<file path="src/rtl/rtc_pkg.sv">
package rtc_pkg;
  localparam int unsigned ADDR_W  = 4;
  localparam int unsigned DATA_W  = 16;
  localparam int unsigned FIELD_W = 8;
  localparam int unsigned YEAR_DIGITS = 4;
  localparam int unsigned YEAR_W  = 4 * YEAR_DIGITS;

  localparam logic [ADDR_W-1:0] A_SUB  = 4'd0;
  localparam logic [ADDR_W-1:0] A_SEC  = 4'd1;
  localparam logic [ADDR_W-1:0] A_MIN  = 4'd2;
  localparam logic [ADDR_W-1:0] A_HOUR = 4'd3;
  localparam logic [ADDR_W-1:0] A_WDAY = 4'd4;
  localparam logic [ADDR_W-1:0] A_MDAY = 4'd5;
  localparam logic [ADDR_W-1:0] A_MON  = 4'd6;
  localparam logic [ADDR_W-1:0] A_YEAR = 4'd7;
  localparam logic [ADDR_W-1:0] A_STAT = 4'd14;
  localparam logic [ADDR_W-1:0] A_RUN  = 4'd15;

  localparam int unsigned CF_BIT    = 7;
  localparam int unsigned CIE_BIT   = 4;
  localparam int unsigned GO_BIT    = 0;
  localparam int unsigned PRST_BIT  = 1;
  localparam int unsigned ROUND_BIT = 2;
  localparam int unsigned EN_BIT    = 3;

  typedef struct packed {
    logic [FIELD_W-1:0] sec;
    logic [FIELD_W-1:0] min;
    logic [FIELD_W-1:0] hour;
    logic [FIELD_W-1:0] wday;
    logic [FIELD_W-1:0] mday;
    logic [FIELD_W-1:0] mon;
    logic [YEAR_W-1:0]  year;
  } cal_t;

  localparam cal_t CAL_INIT = '{sec: 8'h00, min: 8'h00, hour: 8'h00, wday: 8'h00,
                                mday: 8'h01, mon: 8'h01, year: 16'h2000};

  // two-digit BCD increment, no wrap handling
  function automatic logic [FIELD_W-1:0] bcd2_inc(input logic [FIELD_W-1:0] v);
    logic [FIELD_W-1:0] r;
    if (v[3:0] >= 4'd9) r = {v[7:4] + 4'd1, 4'd0};
    else                r = {v[7:4], v[3:0] + 4'd1};
    return r;
  endfunction

  // multi-digit BCD increment with ripple carry through all digits
  function automatic logic [YEAR_W-1:0] bcdn_inc(input logic [YEAR_W-1:0] v);
    logic [YEAR_W-1:0] r;
    logic c;
    r = v;
    c = 1'b1;
    for (int i = 0; i < YEAR_DIGITS; i++) begin
      if (c) begin
        if (r[4*i +: 4] >= 4'd9) r[4*i +: 4] = 4'd0;
        else begin
          r[4*i +: 4] = r[4*i +: 4] + 4'd1;
          c = 1'b0;
        end
      end
    end
    return r;
  endfunction

  function automatic logic year_is_leap(input logic [7:0] low2);
    logic [6:0] b;
    b = 7'(low2[7:4]) * 7'd10 + 7'(low2[3:0]);
    return (b[1:0] == 2'b00);
  endfunction

  function automatic logic [FIELD_W-1:0] last_day(input logic [FIELD_W-1:0] m, input logic leap);
    logic [FIELD_W-1:0] r;
    case (m)
      8'h02: r = leap ? 8'h29 : 8'h28;
      8'h04, 8'h06, 8'h09, 8'h11: r = 8'h30;
      default: r = 8'h31;
    endcase
    return r;
  endfunction
endpackage

</file>
<file path="src/rtl/rtc_prescaler.sv">
module rtc_prescaler #(
  parameter int unsigned PRE_DIV   = 256,
  parameter int unsigned SUB_STEPS = 128,
  localparam int unsigned SUB_W    = (SUB_STEPS > 1) ? $clog2(SUB_STEPS) : 1
) (
  input  logic             clk,
  input  logic             rst_n,
  input  logic             run,
  input  logic             osc_tick,
  input  logic             clr,
  output logic [SUB_W-1:0] subsec,
  output logic             sec_tick
);
  logic step;

  generate
    if (PRE_DIV <= 1) begin : g_nodiv
      assign step = run & osc_tick & ~clr;
    end else begin : g_div
      localparam int unsigned PRE_W = $clog2(PRE_DIV);
      logic [PRE_W-1:0] pre_q;
      logic             pre_last;
      assign pre_last = (pre_q == PRE_W'(PRE_DIV - 1));
      assign step     = run & osc_tick & ~clr & pre_last;
      always_ff @(posedge clk or negedge rst_n) begin
        if (!rst_n)               pre_q <= '0;
        else if (clr)             pre_q <= '0;
        else if (run && osc_tick) pre_q <= pre_last ? '0 : pre_q + 1'b1;
      end
    end
  endgenerate

  logic sub_last;
  assign sub_last = (subsec == SUB_W'(SUB_STEPS - 1));

  always_ff @(posedge clk or negedge rst_n) begin
    if (!rst_n)    subsec <= '0;
    else if (clr)  subsec <= '0;
    else if (step) subsec <= sub_last ? '0 : subsec + 1'b1;
  end

  assign sec_tick = step & sub_last;
endmodule

</file>
<file path="src/rtl/rtc_calendar.sv">
module rtc_calendar
  import rtc_pkg::*;
(
  input  logic              clk,
  input  logic              rst_n,
  input  logic              sec_tick,
  input  logic              round_req,
  input  logic              ld_en,
  input  logic [ADDR_W-1:0] ld_idx,
  input  logic [DATA_W-1:0] ld_data,
  output cal_t              cal
);
  cal_t nxt;
  logic min_step, hour_step, day_step, mon_step, yr_step;
  logic [FIELD_W-1:0] mlast;

  assign mlast = last_day(cal.mon, year_is_leap(cal.year[7:0]));

  always_comb begin
    nxt      = cal;
    min_step = 1'b0;
    if (round_req) begin
      nxt.sec  = 8'h00;
      min_step = (cal.sec >= 8'h30);
    end else if (sec_tick) begin
      if (cal.sec >= 8'h59) begin
        nxt.sec  = 8'h00;
        min_step = 1'b1;
      end else begin
        nxt.sec = bcd2_inc(cal.sec);
      end
    end

    hour_step = min_step & (cal.min >= 8'h59);
    if (min_step) nxt.min = (cal.min >= 8'h59) ? 8'h00 : bcd2_inc(cal.min);

    day_step = hour_step & (cal.hour >= 8'h23);
    if (hour_step) nxt.hour = (cal.hour >= 8'h23) ? 8'h00 : bcd2_inc(cal.hour);

    mon_step = day_step & (cal.mday >= mlast);
    if (day_step) begin
      nxt.wday = (cal.wday >= 8'h06) ? 8'h00 : cal.wday + 8'd1;
      nxt.mday = (cal.mday >= mlast) ? 8'h01 : bcd2_inc(cal.mday);
    end

    yr_step = mon_step & (cal.mon >= 8'h12);
    if (mon_step) nxt.mon = (cal.mon >= 8'h12) ? 8'h01 : bcd2_inc(cal.mon);

    if (yr_step) nxt.year = bcdn_inc(cal.year);
  end

  always_ff @(posedge clk or negedge rst_n) begin
    if (!rst_n) begin
      cal <= CAL_INIT;
    end else if (ld_en) begin
      case (ld_idx)
        A_SEC:   cal.sec  <= ld_data[FIELD_W-1:0];
        A_MIN:   cal.min  <= ld_data[FIELD_W-1:0];
        A_HOUR:  cal.hour <= ld_data[FIELD_W-1:0];
        A_WDAY:  cal.wday <= ld_data[FIELD_W-1:0];
        A_MDAY:  cal.mday <= ld_data[FIELD_W-1:0];
        A_MON:   cal.mon  <= ld_data[FIELD_W-1:0];
        A_YEAR:  cal.year <= ld_data[YEAR_W-1:0];
        default: ;
      endcase
    end else begin
      cal <= nxt;
    end
  end
endmodule

</file>
<file path="src/rtl/rtc_ctrl.sv">
module rtc_ctrl
  import rtc_pkg::*;
(
  input  logic       clk,
  input  logic       rst_n,
  input  logic       wr_stat,
  input  logic       wr_run,
  input  logic [7:0] wdata,
  input  logic       sec_tick,
  output logic       go,
  output logic       en,
  output logic       cf,
  output logic       cie,
  output logic       clr_pre,
  output logic       round_req
);
  logic cf_set;

  assign round_req = wr_run & wdata[ROUND_BIT];
  assign clr_pre   = wr_run & (wdata[PRST_BIT] | wdata[ROUND_BIT]);
  assign cf_set    = sec_tick | round_req;

  always_ff @(posedge clk or negedge rst_n) begin
    if (!rst_n) begin
      go <= 1'b0;
      en <= 1'b0;
    end else if (wr_run) begin
      go <= wdata[GO_BIT];
      en <= wdata[EN_BIT];
    end
  end

  always_ff @(posedge clk or negedge rst_n) begin
    if (!rst_n)       cie <= 1'b0;
    else if (wr_stat) cie <= wdata[CIE_BIT];
  end

  always_ff @(posedge clk or negedge rst_n) begin
    if (!rst_n)                           cf <= 1'b0;
    else if (cf_set)                      cf <= 1'b1;
    else if (wr_stat && !wdata[CF_BIT])   cf <= 1'b0;
  end
endmodule

</file>
<file path="src/rtl/rtc_bcd_core.sv">
module rtc_bcd_core
  import rtc_pkg::*;
#(
  parameter int unsigned PRE_DIV   = 256,
  parameter int unsigned SUB_STEPS = 128
) (
  input  logic              clk,
  input  logic              rst_n,
  input  logic              osc_tick,
  input  logic              bus_sel,
  input  logic              bus_wr,
  input  logic [ADDR_W-1:0] bus_addr,
  input  logic [DATA_W-1:0] bus_wdata,
  output logic [DATA_W-1:0] bus_rdata,
  output logic              carry_irq
);
  localparam int unsigned SUB_W = (SUB_STEPS > 1) ? $clog2(SUB_STEPS) : 1;

  logic             wr, wr_stat, wr_run, ld_en;
  logic             go, en, run, cf, cie, clr_pre, round_req, sec_tick;
  logic [SUB_W-1:0] subsec;
  cal_t             cal;

  assign wr      = bus_sel & bus_wr;
  assign wr_stat = wr & (bus_addr == A_STAT);
  assign wr_run  = wr & (bus_addr == A_RUN);
  assign ld_en   = wr & ~go & (bus_addr >= A_SEC) & (bus_addr <= A_YEAR);
  assign run     = go & en;

  rtc_ctrl u_ctrl (
    .clk(clk), .rst_n(rst_n), .wr_stat(wr_stat), .wr_run(wr_run),
    .wdata(bus_wdata[7:0]), .sec_tick(sec_tick), .go(go), .en(en),
    .cf(cf), .cie(cie), .clr_pre(clr_pre), .round_req(round_req)
  );

  rtc_prescaler #(.PRE_DIV(PRE_DIV), .SUB_STEPS(SUB_STEPS)) u_pre (
    .clk(clk), .rst_n(rst_n), .run(run), .osc_tick(osc_tick),
    .clr(clr_pre), .subsec(subsec), .sec_tick(sec_tick)
  );

  rtc_calendar u_cal (
    .clk(clk), .rst_n(rst_n), .sec_tick(sec_tick), .round_req(round_req),
    .ld_en(ld_en), .ld_idx(bus_addr), .ld_data(bus_wdata), .cal(cal)
  );

  always_comb begin
    bus_rdata = '0;
    case (bus_addr)
      A_SUB:  bus_rdata = DATA_W'(subsec);
      A_SEC:  bus_rdata = {8'h00, cal.sec};
      A_MIN:  bus_rdata = {8'h00, cal.min};
      A_HOUR: bus_rdata = {8'h00, cal.hour};
      A_WDAY: bus_rdata = {8'h00, cal.wday};
      A_MDAY: bus_rdata = {8'h00, cal.mday};
      A_MON:  bus_rdata = {8'h00, cal.mon};
      A_YEAR: bus_rdata = cal.year;
      A_STAT: begin
        bus_rdata[CF_BIT]  = cf;
        bus_rdata[CIE_BIT] = cie;
      end
      A_RUN: begin
        bus_rdata[GO_BIT] = go;
        bus_rdata[EN_BIT] = en;
      end
      default: ;
    endcase
  end

  assign carry_irq = cf & cie;
endmodule

</file>
<file path="config.mk">
export PLATFORM = sky130hd
export DESIGN_NAME = rtc_bcd_core
export DESIGN_NICKNAME = d
export VERILOG_FILES = /design/src/rtl/rtc_pkg.sv /design/src/rtl/rtc_prescaler.sv /design/src/rtl/rtc_calendar.sv /design/src/rtl/rtc_ctrl.sv /design/src/rtl/rtc_bcd_core.sv
export SDC_FILE = /design/constraint.sdc
export NUM_CORES = 1
export LEC_CHECK = 0
export BUFFER_PORTS_ARGS = -buffer_cell sky130_fd_sc_hd__buf_2
export CORE_UTILIZATION = 35
export CTS_BUF_LIST = sky130_fd_sc_hd__clkbuf_8
export CTS_CLUSTER_SIZE = 24
export DETAILED_ROUTE_END_ITERATION = 7
export PLACE_DENSITY = 0.5
export SETUP_SLACK_MARGIN = 0.4
export SKIP_LAST_GASP = 1
export SLEW_MARGIN = 20
export SYNTH_ARGS = -nofsm -noshare
export SYNTH_HDL_FRONTEND = slang
export SYNTH_HIERARCHICAL = 1
export SYNTH_SLANG_ARGS = --single-unit
</file>
<file path="constraint.sdc">
create_clock -name clk -period 3.9 [get_ports clk]
set_clock_uncertainty 0.2 [all_clocks]
set_input_delay 0.585 -clock clk [delete_from_list [all_inputs] [get_ports clk]]
set_output_delay 0.585 -clock clk [all_outputs]
set_load 0.01 [all_outputs]
</file>
==> results of run 1 <==
-- layer usage --
layer	share of wire (%)	track usage (%)	vias to the layer above
li1	-	-	2699
met1	46	31.7	2859
met2	46	35.5	171
met3	5.4	3.40	33
met4	2.5	8.80	0
met5	0	0	-
-- registers in the layout, indices dropped and copies added (netlist names) --
| signal | count |
|---|---|
| u_cal/cal | 64 |
| u_ctrl/cf | 1 |
| u_ctrl/cie | 1 |
| u_ctrl/en | 1 |
| u_ctrl/go | 1 |
| u_pre/g_div.pre_q | 8 |
| u_pre/subsec | 7 |
-- critical path: cells and delay by family, from the launching register on --
kind	cells	cell delay, ns
flops	1	0.58
compound gates	5	0.87
simple gates	5	1.17
mux	1	0.31
fa+ha+maj	2	0.52
-- synthesized netlist by cell type (all sizes together), types with 3 or more instances --
library cell and count:
o21ai 62, mux2 27, a211oi 4, nand2b 8, a221oi 4, a41oi 3, or2 4, nand2 53
inv 43, a22o 4, buf 15, or3 4, nand4 12, nand3b 5, nor2b 8, a22oi 5
and2 19, nor2 48, nor3b 10, or3b 4, o21a 7, a21oi 46, nor3 21, ha 47
dfrtp 80, nand3 19, xor2 3, o31ai 4, o22ai 4, a21o 4, a211o 3, dfstp 3
clkbuf 12, and3 6, o31a 5, a21bo 3, a31oi 18, nor4 9, o211ai 5, mux2i 16
-- through the flow --
| step | util [%] | power (uW) | area, sq um | worst slack, ns |
|---|---|---|---|---|
| 2_1_floorplan | - | 1630 | 6300 | 0.203 |
| 3_3_place_gp | 39.3 | 1900 | 6810 | 0.196 |
| 3_5_place_dp | 39.3 | 1920 | 6810 | 0.204 |
| 4_1_cts | 41.9 | 2710 | 7260 | 0.270 |
| 5_1_grt | 42.9 | 2910 | 7410 | 0.0454 |
| 6_report | 42.9 | 2750 | 7410 | 0.141 |
-- area by class of cell --
type / instances / share of cell area [%]
clock buffer: 9 / 1.67
inverter: 44 / 2.26
tap: 225 / 3.80
timing repair buffer: 79 / 7.11
clock inverter: 7 / 1.13
multi-input combinational: 543 / 55.9
sequential: 83 / 28.1
-- where the power goes --
part	internal (uW)	switching (uW)	total, uW
clock network	307	385	692
registers	968	176	1140
logic	389	528	917
-- final timing paths --
| check | from | end | slack [ns] | depth (start not counted) |
|---|---|---|---|---|
| max | u_cal/cal[16] | u_cal/cal[28] | 0.14 | 13 |
| min | rst_n | u_pre/g_div.pre_q[5] | 0.03 | 1 |
| max reg2reg | u_cal/cal[16] | u_cal/cal[28] | 0.14 | 13 |
| min reg2reg | u_cal/cal[13] | u_cal/cal[13] | 0.35 | 2 |
| max in group asynchronous | rst_n | u_cal/cal[24] | 2.66 | 2 |
| min in group clk | bus_wdata[11] | u_cal/cal[11] | 0.26 | 3 |
-- what timing repair did --
action | CTS | global route
buffers inserted | 9 | 3
gates resized for setup | 47 | 40
pin swaps | 13 | 18
cloned | 1 | 0
setup endpoints to repair | 30 | 32
-- logic make-up (layout without fill, tap and decap cells) --
group	count (synthesis)	after routing	share of synthesized area, %
AND/OR/NAND/NOR	238	239	20.8
AO/OA/AOI/OAI	208	208	22.3
flip-flops	83	83	33.5
buffers and inverters	71	139	5.06
adder cells (fa/ha/maj)	47	47	9.48
multiplexers	45	45	8.27
XOR/XNOR	4	4	0.565
==> out/metrics.yaml, run 1 <==
outcome: "finished, final reports clean"
place_inst: 961
drv_slew: 0
ioPinCount: 42
syn-instance-count: 696
overflow: 0
path_max_fanout: 5
die-area_sq_um: 18300
tritoncts: "built"
yosysTopAreaCell: "dfrtp_1"
synthArstFlopShare_pct: 100
drt.antenna.violating_nets: 0
start_util_pct: 35.9
drive_gt1_share_pct: 27.1
routedWlPerCell_microns: 20.5
cts_buffers: 9
worstMarginPinSlew_ns: 0.917
p_per_area_nw_per_um2: 371
grt_usage_pct: 22.8
core_area_sq_um: 17300
tns_ns: 0
die-height_microns: 135
synth-seq-area-share_pct: 33.5
leakagePower_uw: 0.00326
drv_cap: 0
cts_hold_buf: 0
regArea_sq_um: 2080
stdcell_count: 990
layout_commonest_cell: "dfrtp_1"
critical_path.endpoint_type: "flop"
holdWs_ns: 0.0330
cp-start-kind: "flop"
path_class: "flop to flop"
crit_path_cell_trace: "ha_2 -> nand3b_1 -> a21oi_1 -> a31oi_1 -> nor3_2 -> a21oi_2 -> ha_1 -> or4b_4 -> a221oi_4 -> nand2_4 -> o21ai_2 -> nand2_2 -> mux2_4"
grt_pass1_wl_microns: 31600
portBuffers: 41
drtIter0Drc: 437
peakVddDrop_mv: 0.220
slew_headroom_pct: 38.4
drt_pre_antenna_iters: 5
layout_min_cycle_time_ns: 3.76
drcViolationCount: 0
synth_area_leaders: "dfrtp_1 32%, ha_1 9.5%, o21ai_0 4.8%, mux2_2 4.7%, a21oi_1 3.7%"
first_global_vias: 5501
mostFrequentLayoutCells: "78 x dfrtp_1, 47 x nand2_1, 44 x ha_1"
wl_microns: 20300
yosysWarnings: 6
synth-main-ff-cell: "dfrtp_1"
setup_viol: 0
multi_input_area_sq_um: 4150
clk_pin_slew_worst_paths_ns: 0.10
worstSkewPairLatency_ns: 0.39
ys_types: 82
fmaxAchievable_ghz: 0.266
fin_nets: 832
arrival_ns: 3.84
rsz0062_at_grt: "true"
syn_nets: 768
hold_class: "input port to async pin"
hold_viol: 0
fill_cells: 1712
cts.sinks: 83
synth_seq_cells: 83
grt_max_degree: 53
syn_area_sq_um: 6200
synth_edf_count: 0
critPathMaxStageDelay_ns: 0.58
clockBufferDepth: 2
cp_slowest_cell: "dfstp_2"
netlist.area_leader.share_pct: 32.3
die_w_microns: 135
vias_per_cell: 5.82
syn_area_per_cell_sq_um: 8.91
fin_crit_sh_pct: 96.4
antenna_cells: 0
cts_root_buf: "clkbuf_8"
cts_max_level: 3
synthToLayoutAreaGrowth_pct: 19.5
dp_hpwl_microns: 14800
worstPathRequired_ns: 3.98
antenna_found_initial: 0
num_vias: 5762
place_congestion: 0.837
rows: 48
Power figures use the tool's default switching activity.
==> run 2: changes to the inputs <==
--- a/config.mk
+++ b/config.mk
@@ -5,9 +5,9 @@
 export SDC_FILE = /design/constraint.sdc
 export NUM_CORES = 1
 export LEC_CHECK = 0
+export ABC_AREA = 1
 export BUFFER_PORTS_ARGS = -buffer_cell sky130_fd_sc_hd__buf_2
 export CORE_UTILIZATION = 35
-export CTS_BUF_LIST = sky130_fd_sc_hd__clkbuf_8
 export CTS_CLUSTER_SIZE = 24
 export DETAILED_ROUTE_END_ITERATION = 7
 export PLACE_DENSITY = 0.5
==> out/metrics.yaml, run 2 <==
fin_crit_sh_pct: 80.6
layout_min_cycle_time_ns: 3.14
slew_headroom_pct: 47.4
cts_hold_buf: 0
syn_area_per_cell_sq_um: 6.92
power_uw: 3070
synth_most_common_cell: "nand2_1"
grt_use_met2_pct: 34.6
fin_nets: 1028
outcome: "finished, final reports clean"
ys_types: 47
mostFrequentLayoutCells: "276 x nand2_1, 106 x inv_1, 96 x nand3_1"
synth_area_leaders: "dfrtp_1 32%, nand2_1 16%, ha_1 9.3%, nand3_1 7.6%, inv_1 6.3%"
die-height_microns: 136
die_w_microns: 136
grt_pass1_wl_microns: 31000
clockBufferDepth: 2
largest_reg_flops: 64
setup_viol: 0
clk_pin_slew_worst_paths_ns: 0.07
path_max_fanout: 15
leakagePower_uw: 0.00365
arrival_ns: 3.23
synthXorXnorAreaFrac_pct: 2.92
p_per_area_nw_per_um2: 433
syn-instance-count: 910
wl_microns: 19300
path_class: "flop to flop"
synth_commonest_cells: "276 x nand2_1, 106 x inv_1, 96 x nand3_1, 96 x nor2_1, 80 x dfrtp_1"
synthToLayoutAreaGrowth_pct: 12.4
synth_compound_area_share_pct: 11.5
cts_buffers: 9
netlist.area_leader.share_pct: 31.8
rows: 48
largestRegisters: "u_cal/cal (64), u_pre/g_div.pre_q (8), u_pre/subsec (7)"
ioPinCount: 42
synth-seq-area-share_pct: 33.1
dp_hpwl_microns: 14500
fill_cells: 1908
synthMuxAreaShare_pct: 0.159
worstPathRequired_ns: 3.99
cts_root_buf: "clkbuf_16"
syn_nets: 982
synth-adder-area-share_pct: 9.34
grt_use_met1_pct: 31.9
rsz0062_at_grt: "false"
place_congestion: 0.865
routedWlPerCell_microns: 16.3
portBuffers: 41
met3_usage_pct: 3.50
first_global_vias: 5559
vias_per_cell: 5.03
regMostFlops: "u_cal/cal"
hold_class: "input port to async pin"
top_usage_layer: "met2"
synth_edf_count: 0
num_vias: 5969
cp-start-kind: "flop"
grt_usage_pct: 22.4
yosysWarnings: 6
cts_max_level: 3
antenna_cells: 0
postCtsSetupBuffers: 0
critical_path.endpoint_type: "flop"
drcViolationCount: 0
tritoncts: "built"
drt_pre_antenna_iters: 5
grt_max_degree: 49
core_area_sq_um: 17400
start_util_pct: 36.1
synth_seq_cells: 83
layout_commonest_cell: "nand2_1"
fmaxAchievable_ghz: 0.318
drtIter0Drc: 388
synthSimpleGateAreaFrac_pct: 35.1
synth_top_family_by_area: "simple AND/OR/NAND/NOR gates"
tns_ns: 0
drv_cap: 0
worstMarginPinSlew_ns: 0.788
overflow: 0
hold_viol: 0
drv_slew: 0
die-area_sq_um: 18500
worstSkewPairLatency_ns: 0.35
drt.antenna.violating_nets: 0
yosysTopAreaCell: "dfrtp_1"
peakVddDrop_mv: 0.232
synth-main-ff-cell: "dfrtp_1"
cts.sinks: 83
drive_gt1_share_pct: 11.3
synthArstFlopShare_pct: 100
antenna_found_initial: 1
syn_area_sq_um: 6290
==> run 2: changes by cell type after synthesis, sizes merged, moves of 9 or more <==
cell    delta
o21ai     +12
mux2      -27
nand3     +80
nor3b      -9
nor2      +57
nand2    +233
xnor2     +10
mux2i     -15
a21oi     -24
inv       +65
clkbuf    -11
nor3      -10
and2      -19
==> run 2: worst max-delay path, stage by stage, from the launching register on <==
cell and delay, ns:
dfstp_2 0.57, inv_1 0.11, ha_1 0.23, o21ai_0 0.14
o21ai_0 0.12, a32oi_1 0.23, nand2_1 0.09, o41ai_1 0.09
ha_1 0.30, inv_1 0.06, nor2_1 0.04, nand3_1 0.09
nand3_2 0.17, nand4_1 0.22, nand2_4 0.15, nand2_1 0.15
nand2_1 0.06, nand2_1 0.06
==> run 2: worst paths after layout <==
| check | from | to | slack (ns) | cells after the start |
|---|---|---|---|---|
| max | u_cal/cal[16] | u_cal/cal[4] | 0.76 | 17 |
| min | rst_n | u_cal/cal[33] | 0.06 | 1 |
| max reg2reg | u_cal/cal[16] | u_cal/cal[4] | 0.76 | 17 |
| min reg2reg | u_cal/cal[13] | u_cal/cal[13] | 0.30 | 2 |
| max in group asynchronous | rst_n | u_cal/cal[16] | 2.64 | 2 |
| min in group clk | bus_wdata[4] | u_ctrl/cie | 0.27 | 3 |
==> run 2: where the power goes <==
group	total [uW]	switching, uW	internal [uW]
Clock	938	378	560
Combinational	875	542	332
Sequential	1250	236	1020
Total	3070	1160	1910
==> run 2: cell type report <==
class                   instances  area (sq um)  share of cell area [%]
clock buffers                   9           225                    3.18
clock inverters                 7          91.3                    1.29
inverters                     109           412                    5.82
multi-input cells             705          3730                    52.7
flip-flops and latches         83          2080                    29.4
well taps                     225           282                    3.98
repair buffers                 48           260                    3.68
==> run 2: routing by layer <==
metal	vias up	wire, microns
li1	3016	-
met1	2764	9090
met2	163	8750
met3	24	1140
met4	2	364
met5	-	8
==> run 2: stage by stage <==
step	instance area, sq um	instances	hold slack [ns]	utilization [%]	worst slack [ns]
after global placement	6750	1170	0.285	38.8	0.566
after global routing	7080	1186	0.113	40.6	0.405
after CTS	7070	1186	0.0783	40.6	0.776
final	7080	1186	0.0591	40.6	0.758
after detailed placement	6750	1170	0.289	38.8	0.545
after floorplan	6290	910	0.0894	-	1.22
==> run 2: cell families (layout without fill, tap and decap cells) <==
logic type / Yosys count / in the layout
and+or+nand+nor: 513 / 513
DFF: 83 / 83
xor gates and xnor gates: 21 / 21
adders and majority gates: 47 / 47
buffers and inverters: 122 / 173
AOI/OAI and AO/OA: 123 / 123
muxes: 1 / 1
==> run 2: repair_timing <==
action,CTS,global route
resized for setup,0,2
endpoints found under the hold margin,0,0
setup endpoints to repair,0,12
==> run 3: changes to the inputs <==
--- a/config.mk
+++ b/config.mk
@@ -5,7 +5,7 @@
 export SDC_FILE = /design/constraint.sdc
 export NUM_CORES = 1
 export LEC_CHECK = 0
-export ABC_AREA = 1
+export ABC_AREA = 0
 export BUFFER_PORTS_ARGS = -buffer_cell sky130_fd_sc_hd__buf_2
 export CORE_UTILIZATION = 35
 export CTS_CLUSTER_SIZE = 24
==> constraint.sdc (replaced) <==
create_clock -name clk -period 3.12 [get_ports clk]
set_clock_uncertainty 0.2 [all_clocks]
set_input_delay 0.468 -clock clk [delete_from_list [all_inputs] [get_ports clk]]
set_output_delay 0.468 -clock clk [all_outputs]
set_load 0.01 [all_outputs]
==> out/metrics.yaml, run 3 (synthesis gave the netlist of run 1 again) <==
overflow: 0
tritoncts: "built"
grt_pass1_wl_microns: 31700
antenna_found_initial: 0
die-area_sq_um: 18300
drt.antenna.violating_nets: 0
fin_util_pct: 48.5
path_max_fanout: 8
grt_usage_pct: 23.2
critical_path.endpoint_type: "flop"
rsz0062_at_grt: "true"
worstPathRequired_ns: 3.17
drcViolationCount: 0
setup_viol: 32
wl_microns: 21400
die_w_microns: 135
fmaxAchievable_ghz: 0.277
synthToLayoutAreaGrowth_pct: 35.3
crit_buf_inv: 2
cts_buffers: 9
layout_setup_ws_ns: -0.487
dpl_cell_area_sq_um: 7380
mostFrequentLayoutCells: "92 x buf_4, 79 x dfrtp_1, 47 x nand2_1"
cts.sinks: 83
largest_reg_flops: 64
largestRegisters: "u_cal/cal (64), u_pre/g_div.pre_q (8), u_pre/subsec (7)"
layout_commonest_cell: "buf_4"
worstMarginPinSlew_ns: 0.865
crit_family: "compound AO/OA/AOI/OAI gates"
drv_slew: 0
hold_class: "input port to flop"
antenna_cells: 0
layout_min_cycle_time_ns: 3.61
cp-start-kind: "flop"
regMostFlops: "u_cal/cal"
clk_pin_slew_worst_paths_ns: 0.07
finalInstanceArea_sq_um: 8390
drtIter0Drc: 443
portBuffers: 41
arrival_ns: 3.66
violations: "negative setup slack"
cts_root_buf: "clkbuf_16"
fill_cells: 1648
cp_slowest_cell: "dfstp_2"
ioPinCount: 42
critPathMaxStageDelay_ns: 0.56
grt_max_degree: 52
core_area_sq_um: 17300
num_vias: 6048
slew_headroom_pct: 41.8
routedWlPerCell_microns: 20.0
clockBufferDepth: 2
cts_max_level: 3
place_inst: 1027
die-height_microns: 135
stdcell_count: 1072
hold_viol: 0
drive_gt1_share_pct: 35.5
outcome: "complete, but fails checks"
start_util_pct: 35.9
tns_ns: -12.93
fin_crit_sh_pct: 116
path_class: "flop to flop"
place_congestion: 0.906
worstSkewPairLatency_ns: 0.36
crit_path_cell_trace: "buf_4 -> ha_1 -> nand3b_1 -> a21oi_1 -> a31oi_1 -> nor3_2 -> a21oi_2 -> ha_1 -> or4b_4 -> a221oi_4 -> nand2_4 -> a21o_1 -> buf_6 -> a22o_1"
fin_nets: 914
crit_top_cell: "ha_1"
first_global_vias: 5684
vias_per_cell: 5.64
power_uw: 3970
leakagePower_uw: 0.00380
rows: 48
drv_cap: 0
peakVddDrop_mv: 0.364
drt_pre_antenna_iters: 5
dp_hpwl_microns: 15400
p_per_area_nw_per_um2: 473
[run 3: cell count changes in the layout (fill, tap and decap cells not counted), sizes merged, moves of 19 or more]
cell   previous run  this run
nand3            99        19
nor2            105        48
buf              48       158
nand2           286        53
and2              0        19
mux2              0        27
inv             109        44
a21oi            22        46
[run 3: final cells by class]
cell class                      instances  area, sq um  area share (%)
Clock buffer                           11          243            2.89
Sequential cell                        83         2080            24.8
Tap cell                              225          282            3.35
Inverter                               44          168            2.00
Timing Repair Buffer                  161         1290            15.4
Clock inverter                          5         85.1            1.01
Multi-Input combinational cell        543         4240            50.6
[run 3: what timing repair did]
item                                    in CTS  in global routing
setup buffers                               11                 13
endpoints found under the hold margin       31                  0
endpoints found under the setup margin      56                 66
gates resized for setup                     38                 81
gates cloned                                 1                  3
pin swaps                                    9                 26
hold buffers                                 1                  0
[run 3: metal layers]
layer / track usage (%) / vias up / wire length, microns
met5: 0 / - / 0
met4: 8.18 / 0 / 644
met3: 4.94 / 42 / 1120
met2: 37.4 / 170 / 10100
met1: 30.7 / 2969 / 9580
li1: - / 2867 / -
[run 3: tightest hold or removal path, delay by kind of cell]
kind / cells / cell delay (ns)
buffers and inverters: 1 / 0.07
AOI/OAI and AO/OA: 2 / 0.17
[run 3: final timing paths]
kind	start	endpoint	slack, ns	cells after the start
worst max-delay path	u_cal/cal[16]	u_cal/cal[19]	-0.49	14
worst min-delay path	bus_wdata[11]	u_cal/cal[11]	0.19	3
worst max register to register	u_cal/cal[16]	u_cal/cal[19]	-0.49	14
worst min register to register	u_cal/cal[13]	u_cal/cal[13]	0.31	2
max in group asynchronous	rst_n	u_cal/cal[13]	1.61	3
min in group asynchronous	rst_n	u_cal/cal[60]	0.40	2
[run 3: through the flow]
stage / worst slack, ns / hold WS, ns
2_1_floorplan: -0.460 / -0.0276
3_3_place_gp: -0.425 / 0.261
3_5_place_dp: -0.454 / 0.266
4_1_cts: -0.422 / 0.182
5_1_grt: -0.631 / 0.210
6_report: -0.487 / 0.190
[run 3: power breakdown]
part           internal [uW]  leakage (uW)  switching, uW  total (uW)
sequential              1210       0.00106            155        1360
clock                    729      0.000156            494        1220
combinational            640       0.00258            742        1380
total                   2580       0.00380           1390        3970
